===== src/rtl/tilt_pkg.sv =====
package tilt_pkg;
  typedef enum logic [1:0] {
    ST_ACC  = 2'd0,
    ST_PREP = 2'd1,
    ST_DIV  = 2'd2
  } tilt_state_e;
endpackage


===== src/rtl/tilt_mac.sv =====
module tilt_mac #(
  parameter int SAMP_W = 16,
  parameter int ACC_W  = 40
) (
  input  logic                     clk_i,
  input  logic                     rst_ni,
  input  logic                     take_i,
  input  logic                     first_i,
  input  logic signed [SAMP_W-1:0] x_i,
  output logic signed [ACC_W-1:0]  eng_o,
  output logic signed [ACC_W-1:0]  corr_o
);
  localparam int PW = 2 * SAMP_W;

  logic signed [SAMP_W-1:0] prev_q;
  logic signed [PW-1:0]     x_ext, p_ext, sq, lag;
  logic signed [ACC_W-1:0]  sq_acc, lag_acc;

  assign x_ext   = {{SAMP_W{x_i[SAMP_W-1]}}, x_i};
  assign p_ext   = {{SAMP_W{prev_q[SAMP_W-1]}}, prev_q};
  assign sq      = x_ext * x_ext;
  assign lag     = x_ext * p_ext;
  assign sq_acc  = {{(ACC_W-PW){sq[PW-1]}}, sq};
  assign lag_acc = {{(ACC_W-PW){lag[PW-1]}}, lag};

  // first sample restarts both sums and ignores the stale lag register
  always_ff @(posedge clk_i or negedge rst_ni) begin
    if (!rst_ni) begin
      prev_q <= '0;
      eng_o  <= '0;
      corr_o <= '0;
    end else if (take_i) begin
      prev_q <= x_i;
      eng_o  <= first_i ? sq_acc : eng_o + sq_acc;
      corr_o <= first_i ? '0 : corr_o + lag_acc;
    end
  end

  AST_ENG_NONNEG: assert property (@(posedge clk_i) disable iff (!rst_ni)
    !eng_o[ACC_W-1]);
  AST_FIRST_NO_LAG: assert property (@(posedge clk_i) disable iff (!rst_ni)
    take_i && first_i |=> corr_o == '0);
endmodule


===== src/rtl/tilt_div.sv =====
module tilt_div #(
  parameter int NUM_W = 48,
  parameter int DEN_W = 32
) (
  input  logic             clk_i,
  input  logic             rst_ni,
  input  logic             start_i,
  input  logic [NUM_W-1:0] num_i,
  input  logic [DEN_W-1:0] den_i,
  output logic             busy_o,
  output logic             done_o,
  output logic [NUM_W-1:0] quo_o
);
  localparam int CNT_W = $clog2(NUM_W + 1);

  logic [DEN_W-1:0] rem_q, den_q;
  logic [CNT_W-1:0] cnt_q;
  logic [DEN_W:0]   shl, diff;

  assign shl  = {rem_q, quo_o[NUM_W-1]};
  assign diff = shl - {1'b0, den_q};

  always_ff @(posedge clk_i or negedge rst_ni) begin
    if (!rst_ni) begin
      rem_q  <= '0;
      den_q  <= '0;
      quo_o  <= '0;
      cnt_q  <= '0;
      busy_o <= 1'b0;
      done_o <= 1'b0;
    end else begin
      done_o <= 1'b0;
      if (start_i) begin
        rem_q  <= '0;
        den_q  <= den_i;
        quo_o  <= num_i;
        cnt_q  <= CNT_W'(NUM_W);
        busy_o <= 1'b1;
      end else if (busy_o) begin
        if (!diff[DEN_W]) begin
          rem_q <= diff[DEN_W-1:0];
          quo_o <= {quo_o[NUM_W-2:0], 1'b1};
        end else begin
          rem_q <= shl[DEN_W-1:0];
          quo_o <= {quo_o[NUM_W-2:0], 1'b0};
        end
        cnt_q <= cnt_q - 1'b1;
        if (cnt_q == CNT_W'(1)) begin
          busy_o <= 1'b0;
          done_o <= 1'b1;
        end
      end
    end
  end

  AST_NO_DIV_ZERO: assert property (@(posedge clk_i) disable iff (!rst_ni)
    start_i |-> den_i != '0);
  AST_REM_BELOW_DEN: assert property (@(posedge clk_i) disable iff (!rst_ni)
    busy_o |-> rem_q < den_q);
endmodule


===== src/rtl/tilt_corr.sv =====
module tilt_corr
  import tilt_pkg::*;
#(
  parameter int SAMP_W = 16,
  parameter int ACC_W  = 40,
  parameter int N_SAMP = 22,
  parameter int SHIFT  = 8,
  parameter int MU_W   = 16,
  parameter int MU     = 26214,
  parameter int COEF_W = 16
) (
  input  logic              clk_i,
  input  logic              rst_ni,
  input  logic              in_valid_i,
  input  logic [SAMP_W-1:0] in_data_i,
  output logic              in_ready_o,
  output logic              done_o,
  output logic [COEF_W-1:0] coef_o
);
  localparam int CNT_W = $clog2(N_SAMP);
  localparam int SH_W  = ACC_W - SHIFT;
  localparam int NUM_W = SH_W + MU_W;
  localparam logic [MU_W-1:0] MU_C = MU_W'(MU);

  tilt_state_e              st_q;
  logic [CNT_W-1:0]         cnt_q;
  logic                     take, last;
  logic signed [ACC_W-1:0]  eng, corr, eng_sh, corr_sh;
  logic                     corr_pos, eng_nz, div_go;
  logic [NUM_W-1:0]         num, quo;
  logic                     div_busy, div_done;

  assign in_ready_o = (st_q == ST_ACC);
  assign take       = in_valid_i && in_ready_o;
  assign last       = (cnt_q == CNT_W'(N_SAMP - 1));

  tilt_mac #(.SAMP_W(SAMP_W), .ACC_W(ACC_W)) u_mac (
    .clk_i, .rst_ni,
    .take_i (take),
    .first_i(cnt_q == '0),
    .x_i    (in_data_i),
    .eng_o  (eng),
    .corr_o (corr)
  );

  assign eng_sh   = eng >>> SHIFT;
  assign corr_sh  = corr >>> SHIFT;
  assign corr_pos = !corr_sh[ACC_W-1] && (corr_sh != '0);
  assign eng_nz   = (eng_sh != '0);
  assign div_go   = (st_q == ST_PREP) && corr_pos && eng_nz;
  assign num      = {{MU_W{1'b0}}, corr_sh[SH_W-1:0]} * {{SH_W{1'b0}}, MU_C};

  tilt_div #(.NUM_W(NUM_W), .DEN_W(SH_W)) u_div (
    .clk_i, .rst_ni,
    .start_i(div_go),
    .num_i  (num),
    .den_i  (eng_sh[SH_W-1:0]),
    .busy_o (div_busy),
    .done_o (div_done),
    .quo_o  (quo)
  );

  always_ff @(posedge clk_i or negedge rst_ni) begin
    if (!rst_ni) begin
      st_q   <= ST_ACC;
      cnt_q  <= '0;
      done_o <= 1'b0;
      coef_o <= '0;
    end else begin
      done_o <= 1'b0;
      unique case (st_q)
        ST_ACC: if (take) begin
          cnt_q <= last ? '0 : cnt_q + 1'b1;
          if (last) st_q <= ST_PREP;
        end
        ST_PREP: begin
          if (div_go) st_q <= ST_DIV;
          else begin
            coef_o <= '0;
            done_o <= 1'b1;
            st_q   <= ST_ACC;
          end
        end
        ST_DIV: if (div_done) begin
          coef_o <= quo[COEF_W-1:0];
          done_o <= 1'b1;
          st_q   <= ST_ACC;
        end
        default: st_q <= ST_ACC;
      endcase
    end
  end

  AST_READY_LOW_BUSY: assert property (@(posedge clk_i) disable iff (!rst_ni)
    div_busy |-> !in_ready_o);
  AST_DONE_PULSE: assert property (@(posedge clk_i) disable iff (!rst_ni)
    done_o |=> !done_o);
  AST_COEF_HOLD: assert property (@(posedge clk_i) disable iff (!rst_ni)
    !done_o |-> $stable(coef_o));
  AST_CORR_LE_ENG: assert property (@(posedge clk_i) disable iff (!rst_ni)
    st_q == ST_PREP |-> corr_sh <= eng_sh);
  AST_QUO_FITS: assert property (@(posedge clk_i) disable iff (!rst_ni)
    div_done |-> quo <= NUM_W'(MU));
  AST_CLAMP_ZERO: assert property (@(posedge clk_i) disable iff (!rst_ni)
    st_q == ST_PREP && !corr_pos |=> done_o && coef_o == '0);
endmodule


===== config.mk =====
export PLATFORM = sky130hd
export DESIGN_NAME = tilt_corr
export DESIGN_NICKNAME = d
export VERILOG_FILES = /design/src/rtl/tilt_pkg.sv /design/src/rtl/tilt_mac.sv /design/src/rtl/tilt_div.sv /design/src/rtl/tilt_corr.sv
export SDC_FILE = /design/constraint.sdc
export NUM_CORES = 2
export LEC_CHECK = 0
export BUFFER_PORTS_ARGS = -buffer_cell sky130_fd_sc_hd__buf_2
export CORE_UTILIZATION = 40
export DETAILED_ROUTE_END_ITERATION = 6
export GPL_TIMING_DRIVEN = 1
export SYNTH_ARGS = -nofsm -noshare
export SYNTH_HDL_FRONTEND = slang
export SYNTH_HIERARCHICAL = 1
export SYNTH_SLANG_ARGS = --single-unit

===== constraint.sdc =====
create_clock -name clk_i -period 9 [get_ports clk_i]
set_input_delay 1.8 -clock clk_i [delete_from_list [all_inputs] [get_ports clk_i]]
set_output_delay 1.8 -clock clk_i [all_outputs]
set_load 0.005 [all_outputs]

==> flow_metrics.env <==
export IMPL_clockBufferDepth=3
export IMPL_post_drt_wl_per_cell_um=16.19
export IMPL_wirelength_um=109000
export IMPL_report_final_hold_viol_count=0
export IMPL_hold_class="reg2reg"
export IMPL_crit_arrival_ns=9.18
export IMPL_skew_ns=0.06309
export IMPL_fillers=10608
export IMPL_die_y_um=334.3
export IMPL_clkSinkCount=240
export IMPL_grt_pass1_vias=35335
export IMPL_drive_gt1_frac=0.1377
export IMPL_worst_skew_pair_late_latency_ns=0.66
export IMPL_outcome="finished clean"
export IMPL_core_um2=109200
export IMPL_timing_critical_path_slowest_cell_delay_ns=0.55
export IMPL_ys_seq_area_frac=0.1359
export IMPL_postRouteAntennaNets=0
export IMPL_ys_flop_type="dfrtp_1"
export IMPL_track_usage=0.1976
export IMPL_die_w_um=334.3
export IMPL_dpl_cell_count=6665
export IMPL_relSlewSlack=0.2422
export IMPL_cts_tree="done"
export IMPL_grt_first_pass_wirelength_um=181400
export IMPL_syn_inst=4844
export IMPL_slew_violations=0
export IMPL_numCtsBuffers=31
export IMPL_via_per_inst=5.059
export IMPL_root_buffer="clkbuf_16"
export IMPL_path_class="in2reg"
export IMPL_antenna_found_initial=0
export IMPL_ioPinCount=37
export IMPL_critical_path_top_delay_family="adder cells"
export IMPL_clk_pin_slew_ns=0.06
export IMPL_worst_path_buf_inv=11
export IMPL_synthDistinctLibCells=100
export IMPL_async_reset_ff_frac=1.000
export IMPL_ys_ff_latch=240
export IMPL_die_area_um2=111800
export IMPL_drc_errors=0
export IMPL_busiest_layer="met2"
export IMPL_startpoint_type="primary input"
export IMPL_synth_area_per_cell_um2=9.120
export IMPL_mostFrequentLayoutCell="inv_1"
export IMPL_critPathMaxFanout=10
export IMPL_final_nets=6413
export IMPL_htreeDepth=1
export IMPL_syn_to_final_growth_pct=14.84
export IMPL_final_cell_mix="inv_1 (917), fa_1 (645), ha_1 (507)"
export IMPL_fin_crit_ns=8.740
export IMPL_cp_common_cell="fa_1"
export IMPL_finalSetupViolations=0
export IMPL_grt_use_met1=0.2856
export IMPL_start_util=0.4047
export IMPL_firstDrtPassIters=5
export IMPL_syn_area_um2=44180
export IMPL_overflow=0
export IMPL_tightest_slew_ns=1.125
export IMPL_hpwl_um=89820
export IMPL_regArea_um2=6010
export IMPL_maxCapViolations=0
export IMPL_numPortBuffers=36
export IMPL_detail_route_iter0_violations=1722
export IMPL_synth_yosys_warnings=6
export IMPL_clock_fmax_mhz=114.4
export IMPL_timing_final_crit_share=0.9711
export IMPL_grt_max_degree=136
export IMPL_rsz0062_at_grt="true"
export IMPL_layout_cells_non_filler=6733
export IMPL_fp_row_count=121
export IMPL_cp_required_ns=9.44
export IMPL_route_vias_total=34062
export IMPL_place_congestion=0.8891
export IMPL_critPathCaptureType="register"
export IMPL_grtUsageMet3=0.01537
export IMPL_crit_slowest_cell="fa_1"
export IMPL_synth_edff_count=0
export IMPL_use_met2=0.3211
export IMPL_multiInputGateArea_um2=34270
==> Yosys cell counts, types with 7 or more instances <==
| master | instances | area share |
|---|---|---|
| inv_1 | 921 | 0.078 |
| fa_1 | 649 | 0.29 |
| ha_1 | 514 | 0.15 |
| nand2_1 | 402 | 0.034 |
| dfrtp_1 | 240 | 0.14 |
| a21oi_1 | 238 | 0.027 |
| nor2_1 | 217 | 0.018 |
| and2_1 | 183 | 0.026 |
| o21ai_0 | 177 | 0.020 |
| clkbuf_1 | 157 | 0.013 |
| xnor2_1 | 135 | 0.027 |
| a21o_1 | 115 | 0.020 |
| xor2_1 | 85 | 0.017 |
| mux2i_1 | 84 | 0.019 |
| nand3_1 | 53 | 0.0060 |
| a211oi_1 | 45 | 0.0076 |
| a22o_1 | 45 | 0.0089 |
| o21a_1 | 42 | 0.0071 |
| nor3_1 | 37 | 0.0042 |
| nand2b_1 | 36 | 0.0051 |
| nand4_1 | 35 | 0.0050 |
| a31oi_1 | 31 | 0.0044 |
| and3_1 | 28 | 0.0040 |
| o21bai_1 | 25 | 0.0042 |
| nor2b_1 | 24 | 0.0034 |
| mux2_2 | 22 | 0.0056 |
| o211ai_1 | 20 | 0.0034 |
| or3_1 | 19 | 0.0027 |
| a31o_2 | 15 | 0.0030 |
| a311oi_1 | 14 | 0.0028 |
| nand3b_1 | 14 | 0.0024 |
| nor4_1 | 12 | 0.0017 |
| o31ai_1 | 12 | 0.0020 |
| nor3b_1 | 9 | 0.0015 |
| buf_1 | 8 | 0.00068 |
| o2111ai_1 | 8 | 0.0016 |
| o221ai_1 | 8 | 0.0016 |
| or2_2 | 8 | 0.0011 |
| a221o_1 | 7 | 0.0016 |
| o22ai_1 | 7 | 0.00099 |
==> kinds of logic (layout without fill, tap and decap cells) <==
family                   after synthesis  count (layout)  synth area share
AND/OR/NAND/NOR                     1108            1108            0.1223
AO/OA/AOI/OAI                        908             908            0.1391
flip-flops                           240             240            0.1359
multiplexers                         107             107           0.02490
XOR/XNOR                             220             220           0.04362
buffers and inverters               1097            1508           0.09434
other                                  1               3        0.00008489
adder cells (fa/ha/maj)             1163            1163            0.4397
==> metal layers <==
metal | share of wire | vias to the layer above
met2 | 0.45 | 585
met5 | 0 | -
li1 | - | 16567
met4 | 0.023 | 0
met1 | 0.49 | 16785
met3 | 0.034 | 125
==> state kept, by name, summed over array words and instances (netlist names) <==
signal,count
st_q,2
u_div/den_q,32
cnt_q,5
u_mac/eng_o,40
u_div/quo_o,48
done_o,1
u_mac/corr_o,40
u_div/cnt_q,6
u_div/rem_q,32
u_div/done_o,1
u_div/busy_o,1
u_mac/prev_q,16
coef_o,16
==> cell type report <==
type                            instances  area share
Clock buffer                           34     0.01591
Antenna cell                            1  0.00004932
Clock inverter                         24    0.006338
Sequential cell                       240      0.1184
Timing Repair Buffer                  528     0.07902
Multi-Input combinational cell       3508      0.6755
Tap cell                             1476     0.03640
Inverter                              922     0.06839
==> stage by stage <==
step,setup slack [ns],utilization,cell area [um2],hold slack (ns),setup TNS [ns]
global placement,-0.4075,0.4516,49300,0.4764,-6.474
floorplan,0.002297,-,44280,0.4594,0
finish,0.2600,0.4648,50730,0.4907,0
CTS,0.1185,0.4620,50430,0.4955,0
detailed placement,-0.5194,0.4516,49300,0.4807,-9.215
global route,-0.03731,0.4648,50730,0.5053,-0.08263
==> worst register-to-register path: cells and delay by family (launching register included) <==
family / cells / cell delay (ns)
adder cells (fa/ha/maj): 8 / 3.47
AND/OR/NAND/NOR: 5 / 0.63
AO/OA/AOI/OAI: 11 / 2.43
flip-flops: 1 / 0.75
multiplexers: 1 / 0.30
buffers and inverters: 4 / 0.46
==> worst paths after layout <==
path,startpoint,endpoint,slack [ns],cells after the start
worst max-delay path,in_data_i[7],u_mac/eng_o[38]$_DFFE_PN0P_,0.26,33
worst min-delay path,u_mac/eng_o[5]$_DFFE_PN0P_,u_mac/eng_o[5]$_DFFE_PN0P_,0.49,2
worst max register to register,u_mac/prev_q[1]$_DFFE_PN0P_,u_mac/corr_o[39]$_DFFE_PN0P_,0.89,29
worst min register to register,u_mac/eng_o[5]$_DFFE_PN0P_,u_mac/eng_o[5]$_DFFE_PN0P_,0.49,2
max in group asynchronous,rst_ni,u_mac/eng_o[7]$_DFFE_PN0P_,6.16,2
min in group asynchronous,rst_ni,u_div/quo_o[14]$_DFFE_PN0P_,1.23,1
==> timing repair <==
| action | 4_1_cts | 5_1_grt |
|---|---|---|
| setup endpoints to repair | 0 | 25 |
| buffers inserted | 0 | 9 |
| gates resized for setup | 0 | 62 |
| hold buffers | 0 | 0 |
| endpoints found under the hold margin | 0 | 0 |
Power is left out: the tool's default activity adds up to more than one toggle a clock period on the data nets, which glitch-free logic cannot reach.
